## src/rtl/dtx_pkg.sv

```systemverilog
// Shared types for the data translation checker.
// Assumes a 6-bit fault flag vector whose bit values are fixed by software.
package dtx_pkg;
    typedef enum logic [2:0] {
        FLT_NONE   = 3'd0,
        FLT_ALIGN  = 3'd1,
        FLT_ACCESS = 3'd2,
        FLT_MISS   = 3'd3,
        FLT_DMISS  = 3'd4,
        FLT_MCHK   = 3'd5
    } fault_e;

    localparam int FLAG_W = 6;
    localparam logic [FLAG_W-1:0] FL_BADVA = 6'h20;
    localparam logic [FLAG_W-1:0] FL_MISS  = 6'h10;
    localparam logic [FLAG_W-1:0] FL_FONW  = 6'h08;
    localparam logic [FLAG_W-1:0] FL_FONR  = 6'h04;
    localparam logic [FLAG_W-1:0] FL_ACV   = 6'h02;
    localparam logic [FLAG_W-1:0] FL_WR    = 6'h01;
endpackage

```

## src/rtl/dtx_mode_sel.sv

```systemverilog
// Picks the effective privilege mode for a data access.
// Assumes mode index 0 is kernel; privileged code is flagged by PC bit 0.
module dtx_mode_sel #(
    parameter int MODE_W = 2
) (
    input  logic              pc0,
    input  logic              altmode,
    input  logic [MODE_W-1:0] cur_mode,
    input  logic [MODE_W-1:0] alt_mode,
    output logic [MODE_W-1:0] mode
);
    // Privileged code uses kernel or the alternate field; otherwise the current field.
    always_comb begin
        if (pc0)
            mode = altmode ? alt_mode : '0;
        else
            mode = cur_mode;
    end
endmodule

```

## src/rtl/dtx_va_check.sv

```systemverilog
// Classifies a virtual address: implemented-range test, direct-window
// detection, and the direct-window physical address with sign extension.
// Assumes EXT_BIT < PA_W <= VA_W.
module dtx_va_check #(
    parameter int          VA_W    = 64,
    parameter int          VA_IMPL = 43,
    parameter int          PA_W    = 44,
    parameter int          WIN_LSB = 41,
    parameter int          WIN_W   = 7,
    parameter logic [6:0]  WIN_TAG = 7'h7e,
    parameter int          EXT_BIT = 40
) (
    input  logic [VA_W-1:0] va,
    output logic            canonical,
    output logic            in_window,
    output logic [PA_W-1:0] win_pa
);
    localparam int HI_W = VA_W - VA_IMPL;
    logic [HI_W-1:0] hi_bits;

    // Upper unimplemented bits must be uniform.
    always_comb begin
        hi_bits   = va[VA_W-1:VA_IMPL];
        canonical = (&hi_bits) || !(|hi_bits);
    end

    // Window match on the space-select field.
    always_comb in_window = (va[WIN_LSB +: WIN_W] == WIN_TAG[WIN_W-1:0]);

    // Bits above EXT_BIT copy EXT_BIT; the rest pass through.
    for (genvar i = 0; i < PA_W; i++) begin : g_ext
        if (i > EXT_BIT) begin : g_hi
            assign win_pa[i] = va[EXT_BIT];
        end else begin : g_lo
            assign win_pa[i] = va[i];
        end
    end
endmodule

```

## src/rtl/dtx_perm.sv

```systemverilog
// Evaluates page permissions and fault-on bits for a lookup hit.
// Assumes one enable bit per mode, indexed by the mode number.
module dtx_perm
    import dtx_pkg::*;
#(
    parameter int MODES  = 4,
    parameter int MODE_W = $clog2(MODES)
) (
    input  logic [MODE_W-1:0] mode,
    input  logic              write,
    input  logic [MODES-1:0]  rd_en,
    input  logic [MODES-1:0]  wr_en,
    input  logic              fonr,
    input  logic              fonw,
    output logic              denied,
    output logic [FLAG_W-1:0] flags
);
    // Write checks enable then fault-on-write; read checks enable only.
    always_comb begin
        denied = 1'b0;
        flags  = '0;
        if (write) begin
            if (!wr_en[mode]) begin
                denied = 1'b1;
                flags  = FL_WR | FL_ACV | (fonw ? FL_FONW : '0);
            end else if (fonw) begin
                denied = 1'b1;
                flags  = FL_WR | FL_FONW;
            end
        end else if (!rd_en[mode]) begin
            denied = 1'b1;
            flags  = FL_ACV | (fonr ? FL_FONR : '0);
        end
    end
endmodule

```

## src/rtl/dtx_translate.sv

```systemverilog
// Data access translation and fault checker. Combines alignment, address
// range, direct window, lookup result and permissions in fixed priority,
// then registers PA, fault code, status word and form word.
// Assumes the lookup result is valid in the same cycle as the request.
module dtx_translate
    import dtx_pkg::*;
#(
    parameter int VA_W       = 64,
    parameter int VA_IMPL    = 43,
    parameter int PA_W       = 44,
    parameter int PAGE_SHIFT = 13,
    parameter int PPN_IN_W   = 35,
    parameter int MODES      = 4,
    parameter int STAT_W     = 32,
    parameter int OPC_W      = 6,
    parameter int RA_W       = 5
) (
    input  logic                clk,
    input  logic                rst_n,
    input  logic                req_valid,
    input  logic [VA_W-1:0]     req_va,
    input  logic                req_pc0,
    input  logic                req_write,
    input  logic [1:0]          req_size,
    input  logic                req_altmode,
    input  logic                req_vpte,
    input  logic [1:0]          cur_mode,
    input  logic [1:0]          alt_mode,
    input  logic [OPC_W-1:0]    inst_opcode,
    input  logic [RA_W-1:0]     inst_ra,
    input  logic [VA_W-1:0]     ptbase,
    input  logic                tlb_hit,
    input  logic [PPN_IN_W-1:0] tlb_ppn,
    input  logic [MODES-1:0]    tlb_rd_en,
    input  logic [MODES-1:0]    tlb_wr_en,
    input  logic                tlb_fonr,
    input  logic                tlb_fonw,
    output logic                rsp_valid,
    output logic [PA_W-1:0]     rsp_pa,
    output logic [2:0]          rsp_fault,
    output logic [STAT_W-1:0]   rsp_stat,
    output logic [VA_W-1:0]     rsp_va_form
);
    localparam int MODE_W  = $clog2(MODES);
    localparam int FULL_W  = PPN_IN_W + PAGE_SHIFT;
    localparam int VPN_W   = VA_IMPL - PAGE_SHIFT;
    localparam int STAT_UW = OPC_W + RA_W + FLAG_W;

    logic [MODE_W-1:0] mode;
    logic              canonical, in_window, misaligned, perm_denied, mchk;
    logic [PA_W-1:0]   win_pa;
    logic [FLAG_W-1:0] perm_flags, flags;
    logic [FULL_W-1:0] tlb_pa;
    logic [VPN_W-1:0]  vpn;
    fault_e            fault;
    logic [PA_W-1:0]   pa_n;
    logic [FLAG_W-1:0] wr_flag;

    dtx_mode_sel #(.MODE_W(MODE_W)) u_mode (
        .pc0(req_pc0), .altmode(req_altmode),
        .cur_mode(cur_mode[MODE_W-1:0]), .alt_mode(alt_mode[MODE_W-1:0]),
        .mode(mode)
    );

    dtx_va_check #(.VA_W(VA_W), .VA_IMPL(VA_IMPL), .PA_W(PA_W)) u_va (
        .va(req_va), .canonical(canonical), .in_window(in_window),
        .win_pa(win_pa)
    );

    dtx_perm #(.MODES(MODES), .MODE_W(MODE_W)) u_perm (
        .mode(mode), .write(req_write), .rd_en(tlb_rd_en), .wr_en(tlb_wr_en),
        .fonr(tlb_fonr), .fonw(tlb_fonw), .denied(perm_denied),
        .flags(perm_flags)
    );

    // Size-dependent low-address alignment test.
    always_comb begin
        case (req_size)
            2'd0:    misaligned = 1'b0;
            2'd1:    misaligned = req_va[0];
            2'd2:    misaligned = |req_va[1:0];
            default: misaligned = |req_va[2:0];
        endcase
    end

    // Frame number joined with the page offset.
    always_comb begin
        tlb_pa = {tlb_ppn, req_va[PAGE_SHIFT-1:0]};
        vpn    = req_va[VA_IMPL-1:PAGE_SHIFT];
    end

    // Out-of-range test only exists when the frame can exceed the PA width.
    if (FULL_W > PA_W) begin : g_mchk
        assign mchk = |tlb_pa[FULL_W-1:PA_W];
    end else begin : g_nomchk
        assign mchk = 1'b0;
    end

    // Prioritised fault decision and physical address selection.
    always_comb begin
        wr_flag = req_write ? FL_WR : '0;
        fault   = FLT_NONE;
        flags   = '0;
        pa_n    = '0;
        if (misaligned) begin
            fault = FLT_ALIGN;
        end else if (!canonical) begin
            fault = FLT_ACCESS;
            flags = FL_BADVA | FL_ACV | wr_flag;
        end else if (in_window) begin
            if (mode != '0) begin
                fault = FLT_ACCESS;
                flags = FL_ACV | wr_flag;
            end else begin
                pa_n = win_pa;
            end
        end else if (!tlb_hit) begin
            fault = req_vpte ? FLT_DMISS : FLT_MISS;
            flags = FL_MISS | wr_flag;
        end else if (perm_denied) begin
            fault = FLT_ACCESS;
            flags = perm_flags;
        end else if (mchk) begin
            fault = FLT_MCHK;
        end else begin
            pa_n = tlb_pa[PA_W-1:0];
        end
    end

    // Result register; holds the last result between requests.
    always_ff @(posedge clk) begin
        if (!rst_n) begin
            rsp_valid   <= 1'b0;
            rsp_pa      <= '0;
            rsp_fault   <= '0;
            rsp_stat    <= '0;
            rsp_va_form <= '0;
        end else begin
            rsp_valid <= req_valid;
            if (req_valid) begin
                rsp_pa    <= pa_n;
                rsp_fault <= fault;
                if (flags != '0) begin
                    rsp_stat    <= {{(STAT_W-STAT_UW){1'b0}}, inst_opcode, inst_ra, flags};
                    rsp_va_form <= ptbase | {{(VA_W-VPN_W-3){1'b0}}, vpn, 3'b000};
                end else begin
                    rsp_stat    <= '0;
                    rsp_va_form <= '0;
                end
            end
        end
    end
endmodule

```

## config.mk

```make
export PLATFORM = sky130hd
export DESIGN_NAME = dtx_translate
export DESIGN_NICKNAME = d
export VERILOG_FILES = /design/src/rtl/dtx_pkg.sv /design/src/rtl/dtx_mode_sel.sv /design/src/rtl/dtx_va_check.sv /design/src/rtl/dtx_perm.sv /design/src/rtl/dtx_translate.sv
export SDC_FILE = /design/constraint.sdc
export NUM_CORES = 1
export LEC_CHECK = 0
export BUFFER_PORTS_ARGS = -buffer_cell sky130_fd_sc_hd__buf_2
export CORE_MARGIN = 3
export CORE_UTILIZATION = 33
export CTS_BUF_LIST = sky130_fd_sc_hd__clkbuf_8
export DETAILED_ROUTE_END_ITERATION = 8
export HOLD_SLACK_MARGIN = 0.1
export PLACE_DENSITY = 0.75
export REMOVE_ABC_BUFFERS = 1
export SLEW_MARGIN = 5
export SYNTH_ARGS = -nofsm -noshare
export SYNTH_HDL_FRONTEND = slang
export SYNTH_HIERARCHICAL = 1
export SYNTH_SLANG_ARGS = --single-unit
```

## constraint.sdc

```tcl
create_clock -name clk -period 3.25 [get_ports clk]
set_clock_uncertainty 0.1 [all_clocks]
set_input_delay 0.325 -clock clk [delete_from_list [all_inputs] [get_ports clk]]
set_output_delay 0.325 -clock clk [all_outputs]
set_load 0.02 [all_outputs]
```

Word-level counts from Yosys, hierarchy flattened
Index checks and enable logic that the tools add are counted.
Storage, ports and cells
  register bits: 144
  latch bits: 0
  bits in writable memories: 0
  bits in read-only memories: 0
  input port bits: 198
  output and inout port bits: 144
  word-level logic and storage cells: 61
  memories: 0
Cells by class
  $add $sub $neg: 0
  multiply operators: 0
  divide/modulo/power cells: 0
  $lt $le $gt $ge: 1
  equal/unequal tests: 3
  shift-type cells: 0
  multiplexer cells: 41
  bitwise operators: 1
  reduce and logical (&&, ||, !) cells: 10
Operators with widths (number)
  2-to-1 mux 44 bit: 7
  2-to-1 mux 64 bit: 1
  OR 64 x 33 -> 64 bit: 1
  2-to-1 mux 6 bit: 8
  2-to-1 mux 3 bit: 8
  AND reduction 21 bit: 1
  OR reduction 21 bit: 1
  2-to-1 mux 17 bit: 1
  2-to-1 mux 2 bit: 4
  2-to-1 mux 4 bit: 2
  == test 7 bit (second input constant): 1
  2-to-1 mux 1 bit: 7
  nonzero test 6 bit: 1
  binary-select mux 1 bit (select 2 bit): 2
  OR reduction 4 bit: 1
  < comparator 2 x 3 -> 1 bit (second input constant): 1
  one-hot mux 1 bit (3 select lines): 1
  OR reduction 3 bit: 1
  == test 2 x 1 -> 1 bit (second input constant): 1
  == test 2 bit (second input constant): 1
  zero test 2 bit: 1
  nonzero test 2 bit: 1
  OR reduction 2 bit: 1
  zero test 1 bit: 1
  logical OR 1 bit: 1

Longest topological paths before layout
Gate-level depths: netlist of run 1.
  depth after elaboration: 13
  depth in mapped cells: 11
  depth with buffers taken out: 8

By module
Netlist of run 1, hierarchy kept.
Modules (own cells, without submodules)
  dtx_translate: instances 1, cells each 600, area each 5230.0 um2, sequential area each 2582.5 um2
  dtx_va_check: instances 1, cells each 61, area each 444.2 um2, sequential area each 0.0 um2
  dtx_perm: instances 1, cells each 13, area each 121.4 um2, sequential area each 0.0 um2
  dtx_mode_sel: instances 1, cells each 6, area each 27.5 um2, sequential area each 0.0 um2

Worst setup path before layout of run 1
Ideal clock, no wire load.
  path type: input-to-reg
  start: in cur_mode[0]
  end: reg rsp_va_form[3]
  library setup time: 0.067 ns
  data arrival time: 2.599 ns
  required time: 3.083 ns
  path slack: 0.483 ns
  stages: 11
  buffers on the path: 3
  path through: inv_1 > o21ai_0 > mux4_2 > a22oi_2 > and3b_1 > buf_6 > a31o_1 > a2111oi_4 > buf_6 > buf_12 > o21ai_2
On the way
  cells in the longest elaborated chain, start to end: 12
  elaborated cells on any way between the ends: 20
  classes of those cells: 18 x mux; 2 x reduce/logical
RTL lines
  start, declared: line dtx_translate.sv:27  | input logic [1:0] cur_mode,
  2-to-1 mux 2 bit (*): line dtx_mode_sel.sv:14  | if (pc0)
  named net mode[0]: line dtx_translate.sv:49  | logic [MODE_W-1:0] mode;
  binary-select mux 1 bit (select 2 bit) (on tied branches): line dtx_perm.sv:30, dtx_perm.sv:23
  2-to-1 mux 1 bit (on tied branches) (2 in series): line dtx_perm.sv:30, dtx_perm.sv:23
  2-to-1 mux 1 bit (*): line dtx_perm.sv:22  | if (write) begin
  named net perm_denied: line dtx_translate.sv:50  | logic canonical, in_window, misaligned, perm_denied, mchk;
  2-to-1 mux 6 bit (*): line dtx_translate.sv:120  | end else if (perm_denied) begin
  2-to-1 mux 6 bit (*): line dtx_translate.sv:117  | end else if (!tlb_hit) begin
  2-to-1 mux 6 bit (*): line dtx_translate.sv:110  | end else if (in_window) begin
  2-to-1 mux 6 bit (*): line dtx_translate.sv:107  | end else if (!canonical) begin
  2-to-1 mux 6 bit (*): line dtx_translate.sv:105  | if (misaligned) begin
  nonzero test 6 bit (*): line dtx_translate.sv:143  | if (flags != '0) begin
  2-to-1 mux 64 bit (*): line dtx_translate.sv:143
  end signal, assigned: line dtx_translate.sv:145  | rsp_va_form <= ptbase | {{(VA_W-VPN_W-3){1'b0}}, vpn, 3'b000};
  end, declared: line dtx_translate.sv:42  | output logic [VA_W-1:0] rsp_va_form
The timed path passes the listed nets; every way through them passes the cells marked *. The select of a mux whose other input is x is not followed.
A chain may end at the register's enable or synchronous reset.

Worst setup path in the final report of run 1
  start: in req_pc0
  end: reg rsp_pa[25]
On the way
  cells in the longest elaborated chain, start to end: 10
  elaborated cells on any way between the ends: 15
  classes of those cells: 14 x mux; 1 x reduce/logical
RTL lines
  start, declared: line dtx_translate.sv:22  | input logic req_pc0,
  2-to-1 mux 2 bit (*): line dtx_mode_sel.sv:14
  named net mode[0]: line dtx_translate.sv:49
  binary-select mux 1 bit (select 2 bit) (on tied branches): line dtx_perm.sv:30, dtx_perm.sv:23
  2-to-1 mux 1 bit (on tied branches) (2 in series): line dtx_perm.sv:30, dtx_perm.sv:23
  2-to-1 mux 1 bit (*): line dtx_perm.sv:22
  named net perm_denied: line dtx_translate.sv:50
  2-to-1 mux 44 bit (*): line dtx_translate.sv:120
  2-to-1 mux 44 bit (*): line dtx_translate.sv:117
  2-to-1 mux 44 bit (*): line dtx_translate.sv:110
  2-to-1 mux 44 bit (*): line dtx_translate.sv:107
  2-to-1 mux 44 bit (*): line dtx_translate.sv:105
  end signal, assigned: line dtx_translate.sv:141  | rsp_pa <= pa_n;
  end, declared: line dtx_translate.sv:39  | output logic [PA_W-1:0] rsp_pa,
Marks and branches as above.

==> out/results.tsv, run 1 <==
stage	metric	value	unit
pwr	leakage power	4.03	nW
yosys	Seq/Total Area, Yosys	0.443	
worst_setup_path	crit-path leading delay family	buffers and inverters	
sta	unrepaired setup endpoints after global routing	false	
routing	WL/cell	15.9	µm
worst_setup_path	Top cell by count, worst path	o21ai_0	
global_routing	grt ovf	0	
sta	fin crit share	0.917	
routing	antenna violation net count after detailed routing	0	
floorplan	die height	139	µm
pwr	Total Power	3.52	mW
worst_setup_path	critical path type	in2reg	
worst_hold_path	Hold WC Path Type	in2reg	
yosys	Post-synth EDFFs	0	
layout	fill count	1454	
clock_tree	CTS max path bufs	2	
worst_setup_path	crit path launch type	primary input	
worst_setup_path	worst r2r src	rsp_stat[3]	
placement	Placer Congestion	0.892	
worst_setup_path	Worst R2R Path Depth	3	
sta	Max Slew Vio Count	0	
pwr	sequential share of power	0.469	
yosys	Synth Instances	680	
clock_tree	clk_lat worst skew	420	ps
sta	Max Freq	0.336	GHz
layout	Final Util	0.543	
worst_hold_path	hold worst-path end	rsp_va_form[7]	
floorplan	Core Region	0.0169	mm²
layout	Reg area	0.00258	mm²
routing	DRC errors left	0	
placement	DPL Wire Length	13.0	mm
pwr	clock network power share	0.371	
layout	area of the multi-input gates	0.00255	mm²
pwr	sw power	0.997	mW
yosys	Synth Cell Area	0.00582	mm²
floorplan	Horiz. Die Dim	139	µm
yosys	Yosys reg bits	129	
sta	final-report hold violation count	0	
global_routing	total track usage	0.210	
worst_setup_path	reg2reg setup slack	2410	ps
placement	IO buf count	326	
worst_setup_path	Crit Path Max Fanout	13	
routing	Vias per Instance	4.94	
floorplan	Initial Util	0.344	
layout	post-synthesis to final-layout area growth	58.1	%
pwr	Switching Fraction	0.283	
floorplan	Top Ports	342	
clock_tree	CTS Buf Count	17	
global_routing	first-pass GRT wire length	33.3	mm
placement	Place WS	74.3	ps
clock_tree	clk slew on worst S/H paths	80	ps
status	outcome	completed	
routing	Vias	6646	
routing	TritonRoute pass-1 iters	5	
pwr	power per cell area	382	mW/mm²
clock_tree	Num Clock Sinks	129	
sta	Setup Viol. Count Final	0	
worst_setup_path	CP Cell Sequence	buf_2, o21ai_0, mux4_2, a22oi_2, nor2b_1, nor3b_4, buf_12, buf_4, a22oi_1, dlygate4sd3_1, o21ai_0	
pwr	Worst IR Drop VDD	0.239	mV
floorplan	Die ar.	0.0193	mm²
sta	PnR worst setup slack	270	ps
routing	Routed Wire Length	21.4	mm
worst_setup_path	Critical-path top delay cell	mux4_2	
worst_hold_path	Hold Crit Start	req_va[17]	
worst_setup_path	Crit. End Element	flop	
worst_setup_path	Buf+Inv Stages, Crit Path	4	
global_routing	largest net degree at the start of global routing	125	
layout	Final nets	1308	
routing	DRT iter0 DRCs	366	
yosys	FFs w/ async S/R, synth	0	
layout	fraction of layout instances using a drive strength above 1	0.391	
pwr	Combinational Power Share	0.160	
worst_setup_path	Worst Path Required	3470	ps
floorplan	Core Rows	47	
pwr	P_int	2.52	mW
worst_hold_path	hold path depth	3	
flow_run	max_cap viols	0	
sta	Tmin final	2980	ps
sta	Least-Margin Pin Slew	890	ps
yosys	Yosys Warn Count	6	
yosys	ys flop type	dfxtp_1	
worst_setup_path	R2R Path End	rsp_stat[3]	
worst_setup_path	Critical Path Max Stage Delay	610	ps
clock_tree	Root Driver	clkbuf_8	
clock_tree	H-Tree Depth	4	
yosys	Cell variety after synth	43	
global_routing	vias in the first global route	6674	
yosys	syn avg cell area	8.56	µm²
sta	Rel. slew slack	0.404	
global_routing	initial antenna violation count	1	
clock_tree	TritonCTS clock tree	yes	
worst_setup_path	critical path arrival	3200	ps
tightest hold or removal path: stages:
cell	delay, ps
buf_2	100
o21ai_0	100
o21ai_2	110
sequential cells by signal, indices dropped and copies added, names as in the netlist:
signal,cells
rsp_fault,3
rsp_pa,44
rsp_stat,17
rsp_va_form,64
rsp_valid,1
cell families (layout without fill, tap and decap cells):
group	count (synthesis)	count (layout)	share of synthesized area
AO/OA/AOI/OAI	219	219	0.254
multiplexers	3	3	0.00945
other	2	18	0.00129
flip-flops	129	129	0.443
AND/OR/NAND/NOR	215	216	0.158
buffers and inverters	112	539	0.134
worst max-delay path by stage:
stage                     startpoint  cells after the start            to
after floorplan           req_va[47]                      7  rsp_stat[10]
after global placement       req_pc0                      9    rsp_pa[22]
after detailed placement     req_pc0                      9    rsp_pa[15]
after CTS                    req_pc0                     10    rsp_pa[31]
after global routing         req_pc0                     11    rsp_pa[34]
final                        req_pc0                     11    rsp_pa[25]
layer usage:
| layer | wire, µm | vias up | track usage |
|---|---|---|---|
| met5 | 7 | - | 0 |
| met4 | 926 | 2 | 0.0994 |
| met3 | 1780 | 82 | 0.0628 |
| met2 | 10700 | 398 | 0.367 |
| met1 | 8020 | 3027 | 0.233 |
| li1 | - | 3137 | - |
cell usage in the layout, fill, tap and decap left out, drive strengths merged, types with 2 or more instances in the layout:
cell type	instances
conb	17
inv	13
nor4	4
o211ai	2
dlygate4sd3	156
o21ai	155
nor2b	5
dfxtp	129
or4	2
nand4	6
nand3	5
mux4	2
clkbuf	17
nor2	7
o22ai	2
buf	345
clkinvlp	6
a21oi	4
nor3b	6
and2	2
nand2	174
a22oi	45
a22o	5
stage by stage:
stage          TNS, ps  area [µm²]  hold slack, ps  std cells
2_1_floorplan  -300240        5120             347        589
3_5_place_dp         0        7220             335       1151
6_report             0        9200             138       1344
4_1_cts              0        9150             102       1339
5_1_grt              0        9200             121       1343
3_3_place_gp         0        7220             321       1151
synthesized netlist by cell type (all sizes together), types with 4 or more instances:
cell	instances	area, µm²
nand2	174	653
o21ai	155	963
dfxtp	129	2580
buf	73	629
a22oi	45	343
clkbuf	33	126
nor2	7	26.3
inv	6	22.5
nand4	6	43.8
a22o	5	43.8
nand3	5	25.0
nor2b	5	31.3
nor3b	5	52.6
a21oi	4	20.0
nor4	4	25.0
power by group through the flow:
stage | clock [mW] | combinational, mW | sequential [mW]
2_1_floorplan | 0 | 0.129 | 1.75
3_3_place_gp | 0 | 0.420 | 1.68
3_5_place_dp | 0 | 0.422 | 1.69
4_1_cts | 1.35 | 0.545 | 1.65
5_1_grt | 1.42 | 0.605 | 1.66
6_report | 1.31 | 0.563 | 1.65
area by class of cell:
class	instances	share of cell area
multi-input combinational	455	0.277
clock buffer	17	0.0254
sequential	129	0.281
tap	220	0.0299
clock inverter	15	0.0150
antenna	1	0.000272
timing repair buffer	501	0.369
inverter	6	0.00245
timing repair:
item	CTS	global route
hold buffers	156	0
endpoints found under the setup margin	0	21
hold endpoints to repair	118	0
setup buffers	0	3
resized for setup	0	0
(Power assumes the default switching activity.)
==> inputs of run 2 (changes only) <==
--- a/config.mk
+++ b/config.mk
@@ -9,6 +9,7 @@
 export CORE_MARGIN = 3
 export CORE_UTILIZATION = 33
 export CTS_BUF_LIST = sky130_fd_sc_hd__clkbuf_8
+export CTS_CLUSTER_DIAMETER = 200
 export DETAILED_ROUTE_END_ITERATION = 8
 export HOLD_SLACK_MARGIN = 0.1
 export PLACE_DENSITY = 0.75
==> constraint.sdc (replaced) <==
create_clock -name clk -period 3.8 [get_ports clk]
set_clock_uncertainty 0.1 [all_clocks]
set_input_delay 0.38 -clock clk [delete_from_list [all_inputs] [get_ports clk]]
set_output_delay 0.38 -clock clk [all_outputs]
set_load 0.02 [all_outputs]
==> out/results.tsv, run 2 (same netlist as run 1, synthesis figures left out) <==
stage	metric	value	unit	change
pwr	Total Power	3.04	mW	was 3.52 mW
layout	most frequent cells in the layout	326 x buf_2, 174 x nand2_1, 129 x dfxtp_1		was 326 x buf_2, 174 x nand2_1, 156 x dlygate4sd3_1
routing	Vias per Instance	4.71		was 4.94
placement	Placer Congestion	0.890		was 0.892
layout	Antenna Cells	0		was 1
clock_tree	Root Driver	clkbuf_8		unchanged
routing	Routed Wire Length	18.4	mm	was 21.4 mm
worst_setup_path	Worst Path Required	4050	ps	was 3470 ps
clock_tree	CTS Buf Count	17		unchanged
global_routing	grt ovf	0		unchanged
layout	max FFs per register	64		unchanged
layout	post-synthesis to final-layout area growth	42.2	%	was 58.1%
sta	Rel. slew slack	0.400		was 0.404
clock_tree	H-Tree Depth	4		unchanged
routing	WL/cell	14.7	µm	was 15.9 µm
pwr	Worst IR Drop VDD	0.176	mV	was 0.239 mV
placement	DPL Wire Length	12.8	mm	was 13.0 mm
global_routing	vias in the first global route	5577		was 6,674
status	outcome	completed		unchanged
global_routing	largest net degree at the start of global routing	73		was 125
clock_tree	Post-CTS Hold Fix Bufs	71		was 156
sta	Tmin final	3040	ps	
pwr	power per cell area	367	mW/mm²	was 382 mW/mm²
clock_tree	Num Clock Sinks	129		unchanged
global_routing	first-pass GRT wire length	29.2	mm	was 33.3 mm
routing	DRC errors left	0		unchanged
sta	Least-Margin Pin Slew	899	ps	was 890 ps
layout	Final nets	1214		was 1,308
clock_tree	clk_lat worst skew	410	ps	was 420 ps
routing	Vias	5877		was 6,646
floorplan	Initial Util	0.344		unchanged
clock_tree	clk slew on worst S/H paths	80	ps	about the same
floorplan	Top Ports	342		unchanged
global_routing	total track usage	0.184		was 0.210
worst_hold_path	Hold Crit Start	ptbase[15]		was req_va[17]
sta	Max Freq	0.329	GHz	
routing	TritonRoute pass-1 iters	5		unchanged
worst_setup_path	crit path from	req_pc0		unchanged
clock_tree	postcts setup bufs	0		unchanged
sta	Setup Viol. Count Final	0		unchanged
clock_tree	post-CTS sizing	0		unchanged
floorplan	Die ar.	0.0193	mm²	unchanged
sta	fin crit share	0.799		
sta	setup_tns	0	ps	unchanged
worst_hold_path	Hold WC Path Type	in2reg		unchanged
worst_setup_path	crit path launch type	primary input		unchanged
clock_tree	TritonCTS clock tree	yes		unchanged
global_routing	initial antenna violation count	1		unchanged
worst_setup_path	Crit Path Max Fanout	21		was 13
worst_setup_path	Crit. End Element	flop		unchanged
worst_setup_path	critical path arrival	3290	ps	was 3200 ps
sta	unrepaired setup endpoints after global routing	false		unchanged
layout	most common cell after layout, fill and taps aside	buf_2		unchanged
layout	design area	0.00828	mm²	was 0.00920 mm²
floorplan	die height	139	µm	unchanged
routing	DRT iter0 DRCs	278		was 366
floorplan	Horiz. Die Dim	139	µm	unchanged
floorplan	Core Region	0.0169	mm²	unchanged
layout	fraction of layout instances using a drive strength above 1	0.420		was 0.391
worst_setup_path	worst r2r src	rsp_stat[3]		unchanged
pwr	leakage power	3.74	nW	was 4.03 nW
worst_setup_path	critical path type	in2reg		unchanged
sta	final-report hold violation count	0		unchanged
flow_run	max_cap viols	0		unchanged
placement	placed instance area	0.00716	mm²	was 0.00722 mm²
clock_tree	CTS max path bufs	2		unchanged
sta	Max Slew Vio Count	0		unchanged
layout	Final Util	0.489		was 0.543
layout	biggest regs	rsp_va_form: 64 flops, rsp_pa: 44 flops, rsp_stat: 17 flops		unchanged
placement	IO buf count	326		unchanged
layout	Reg with most FFs	rsp_va_form		unchanged
routing	antenna violation net count after detailed routing	0		unchanged
floorplan	Core Rows	47		unchanged
sta	worst hold slack	146	ps	was 138 ps
[run 2: changes by cell type in the layout (fill, tap and decap cells not counted), sizes merged]
cell | previous run | this run
clkinvlp | 6 | 5
clkbuf | 17 | 19
inv | 13 | 11
dlygate4sd3 | 156 | 71
nor3b | 6 | 5
buf | 345 | 337
diode | 1 | 0
bufinv | 1 | 2
[run 2: worst max-delay path: stages]
cell and delay (ps):
buf_2 110, o21ai_0 590, mux4_2 410, a22oi_2 100
nor2b_1 250, nor3b_4 810, buf_4 360, a22oi_1 90
o21ai_0 170
[run 2: metrics by stage]
| stage | setup slack (ps) | std cells |
|---|---|---|
| after floorplan | -2650 | 589 |
| after global placement | 427 | 1146 |
| after detailed placement | 336 | 1146 |
| after CTS | 789 | 1249 |
| after global routing | 471 | 1249 |
| final | 762 | 1249 |
[run 2: per-layer routing]
| metal | GRT usage | part of all wire |
|---|---|---|
| met1 | 0.231 | 0.42 |
| met2 | 0.301 | 0.49 |
| met3 | 0.0576 | 0.075 |
| met4 | 0.0618 | 0.018 |
| met5 | 0 | 0.00071 |
[run 2: final timing paths]
path	end	slack, ps	cells past startpoint
min reg2reg	rsp_va_form[40]	350	2
max reg2reg	rsp_stat[3]	2980	3
min	rsp_va_form[15]	150	3
max	rsp_pa[34]	760	9
[run 2: area by class of cell]
cell class	instances	area, µm²
Inverter	6	22.5
Multi-Input combinational cell	454	2540
Tap cell	220	275
Fill cell	1585	8660
Sequential cell	129	2580
Timing Repair Buffer	408	2450
Clock inverter	13	150
Clock buffer	19	262
[run 2: report_power, final]
| part | switching, mW | leakage, nW | internal, mW |
|---|---|---|---|
| Combinational | 0.220 | 2.50 | 0.192 |
| Clock | 0.583 | 0.192 | 0.630 |
| Sequential | 0.0191 | 1.05 | 1.39 |
| Total | 0.823 | 3.74 | 2.21 |
==> inputs of run 3 (changes only) <==
==> constraint.sdc (replaced) <==
create_clock -name clk -period 2.9 [get_ports clk]
set_clock_uncertainty 0.1 [all_clocks]
set_input_delay 0.29 -clock clk [delete_from_list [all_inputs] [get_ports clk]]
set_output_delay 0.29 -clock clk [all_outputs]
set_load 0.02 [all_outputs]
==> out/results.tsv, run 3 (same netlist as run 1, synthesis figures left out) <==
stage	metric	value	unit	change
sta	Max Slew Vio Count	0		unchanged
placement	Placer Congestion	0.896		was 0.890
layout	Final Util	0.558		was 0.489
layout	Final nets	1329		was 1,214
placement	DPL Wire Length	13.3	mm	was 12.8 mm
layout	most common cell after layout, fill and taps aside	buf_2		unchanged
sta	Least-Margin Pin Slew	813	ps	was 899 ps
routing	antenna violation net count after detailed routing	0		unchanged
global_routing	largest net degree at the start of global routing	76		was 73
routing	Vias	6671		was 5,877
worst_setup_path	Critical Path End	rsp_va_form[51]		was rsp_pa[34]
placement	IO buf count	326		unchanged
routing	DRC errors left	0		unchanged
worst_setup_path	Crit. End Element	flop		unchanged
clock_tree	Num Clock Sinks	129		unchanged
floorplan	Die ar.	0.0193	mm²	unchanged
global_routing	initial antenna violation count	0		was 1
layout	biggest regs	rsp_va_form: 64 flops, rsp_pa: 44 flops, rsp_stat: 17 flops		unchanged
global_routing	grt ovf	0		unchanged
routing	WL/cell	16.2	µm	was 14.7 µm
placement	Place WS	-521	ps	was 336 ps
layout	max FFs per register	64		unchanged
worst_hold_path	Hold Crit Start	req_va[38]		was ptbase[15]
clock_tree	Root Driver	clkbuf_8		unchanged
layout	fraction of layout instances using a drive strength above 1	0.387		was 0.420
global_routing	first-pass GRT wire length	34.5	mm	was 29.2 mm
sta	Setup Viol. Count Final	0		unchanged
layout	post-synthesis to final-layout area growth	62.4	%	was 42.2%
global_routing	vias in the first global route	6831		was 5,577
sta	unrepaired setup endpoints after global routing	false		unchanged
floorplan	Top Ports	342		unchanged
layout	most frequent cells in the layout	326 x buf_2, 174 x nand2_1, 174 x dlygate4sd3_1		was 326 x buf_2, 174 x nand2_1, 129 x dfxtp_1
worst_setup_path	Worst Path Required	3090	ps	was 4050 ps
worst_setup_path	critical path type	in2reg		unchanged
clock_tree	CTS Buf Count	17		unchanged
worst_hold_path	Hold WC Path Type	in2reg		unchanged
floorplan	die height	139	µm	unchanged
worst_setup_path	Crit Path Max Fanout	75		was 21
floorplan	Core Region	0.0169	mm²	unchanged
global_routing	total track usage	0.221		was 0.184
clock_tree	clk slew on worst S/H paths	80	ps	about the same
floorplan	Horiz. Die Dim	139	µm	unchanged
clock_tree	H-Tree Depth	4		unchanged
clock_tree	TritonCTS clock tree	yes		unchanged
pwr	leakage power	4.19	nW	was 3.74 nW
flow_run	max_cap viols	0		unchanged
floorplan	Initial Util	0.344		unchanged
sta	Max Freq	0.373	GHz	
worst_setup_path	CP Cell Sequence	buf_2, o21ai_0, mux4_2, a22oi_2, and3b_1, a31o_1, a2111oi_4, buf_12, o21ai_0		was buf_2, o21ai_0, mux4_2, a22oi_2, nor2b_1, nor3b_4, buf_4, a22oi_1, o21ai_0
worst_setup_path	crit path from	req_pc0		unchanged
sta	final-report hold violation count	0		unchanged
status	outcome	completed		unchanged
worst_hold_path	hold path depth	3		unchanged
worst_setup_path	Worst R2R Path Depth	3		unchanged
routing	Routed Wire Length	22.2	mm	was 18.4 mm
worst_setup_path	worst r2r src	rsp_stat[3]		unchanged
layout	Reg with most FFs	rsp_va_form		unchanged
worst_setup_path	Critical-path top delay cell	o21ai_0		was nor3b_4
pwr	Worst IR Drop VDD	0.278	mV	was 0.176 mV
worst_setup_path	R2R Path End	rsp_stat[3]		unchanged
worst_setup_path	critical path arrival	2870	ps	was 3290 ps
worst_setup_path	Critical Path Max Stage Delay	460	ps	was 810 ps
clock_tree	CTS max path bufs	2		unchanged
sta	Tmin final	2680	ps	
worst_setup_path	Top cell by count, worst path	o21ai_0		unchanged
worst_setup_path	crit path launch type	primary input		unchanged
routing	Vias per Instance	4.89		was 4.71
clock_tree	clk_lat worst skew	430	ps	was 410 ps
routing	TritonRoute pass-1 iters	5		unchanged
sta	fin crit share	0.924		
floorplan	Core Rows	47		unchanged
sta	PnR worst setup slack	221	ps	was 762 ps
worst_setup_path	reg2reg setup slack	2090	ps	was 2980 ps
pwr	power per cell area	444	mW/mm²	was 367 mW/mm²
sta	Rel. slew slack	0.457		was 0.400
pwr	Total Power	4.20	mW	was 3.04 mW
routing	DRT iter0 DRCs	289		was 278
-- run 3: changes by cell type in the layout (fill, tap and decap cells not counted), sizes merged --
| cell | previous run | this run |
|---|---|---|
| diode | 0 | 1 |
| buf | 337 | 348 |
| nor3b | 5 | 6 |
| clkbuf | 19 | 18 |
| dlygate4sd3 | 71 | 174 |
| clkinvlp | 5 | 3 |
| bufinv | 2 | 3 |
| inv | 11 | 13 |
-- run 3: layout make-up --
| type | count | area (µm²) |
|---|---|---|
| fillers | 1429 | 7480 |
| well taps | 220 | 275 |
| repair buffers | 522 | 3590 |
| clock inverters | 14 | 178 |
| diodes | 1 | 2.50 |
| flip-flops and latches | 129 | 2580 |
| clock buffers | 18 | 248 |
| inverters | 6 | 22.5 |
| multi-input cells | 455 | 2560 |
-- run 3: critical path, delay by kind of cell --
kind | cells | cell delay [ps]
mux | 1 | 370
simple gates | 1 | 200
compound gates | 5 | 1370
buf+inv | 2 | 490
-- run 3: worst min path at each step --
stage | to | slack (ps)
floorplan | rsp_stat[3] | 310
global placement | rsp_stat[2] | 320
detailed placement | rsp_va_form[3] | 340
CTS | rsp_pa[38] | 100
global route | rsp_pa[38] | 140
finish | rsp_pa[38] | 130
-- run 3: power breakdown --
group,leakage [nW],switching [mW],internal (mW)
Combinational,2.93,0.325,0.350
Sequential,1.05,0.0267,1.82
Clock,0.209,0.782,0.888
-- run 3: repair_timing --
action                     in CTS  in global routing
pin swaps                       0                  0
hold buffers                  174                  0
gates cloned                    1                  0
setup buffers                   0                  3
hold endpoints to repair      123                  0
setup endpoints to repair       3                 28
gates resized for setup         0                  1
-- run 3: routing by layer --
| layer | global-route usage | wire [µm] | up-vias |
|---|---|---|---|
| met5 | 0 | 0 | - |
| met4 | 0.113 | 938 | 0 |
| met3 | 0.0638 | 1760 | 79 |
| met2 | 0.385 | 11000 | 357 |
| met1 | 0.244 | 8470 | 3056 |
| li1 | - | - | 3179 |
-- run 3: through the flow --
stage / cells / instance area [µm²] / setup TNS, ps / hold slack [ps]
3_3_place_gp: 1154 / 7230 / -5530 / 320
4_1_cts: 1361 / 9410 / 0 / 105
3_5_place_dp: 1154 / 7230 / -18470 / 335
6_report: 1365 / 9450 / 0 / 131
2_1_floorplan: 589 / 5120 / -339930 / 312
5_1_grt: 1364 / 9450 / 0 / 143
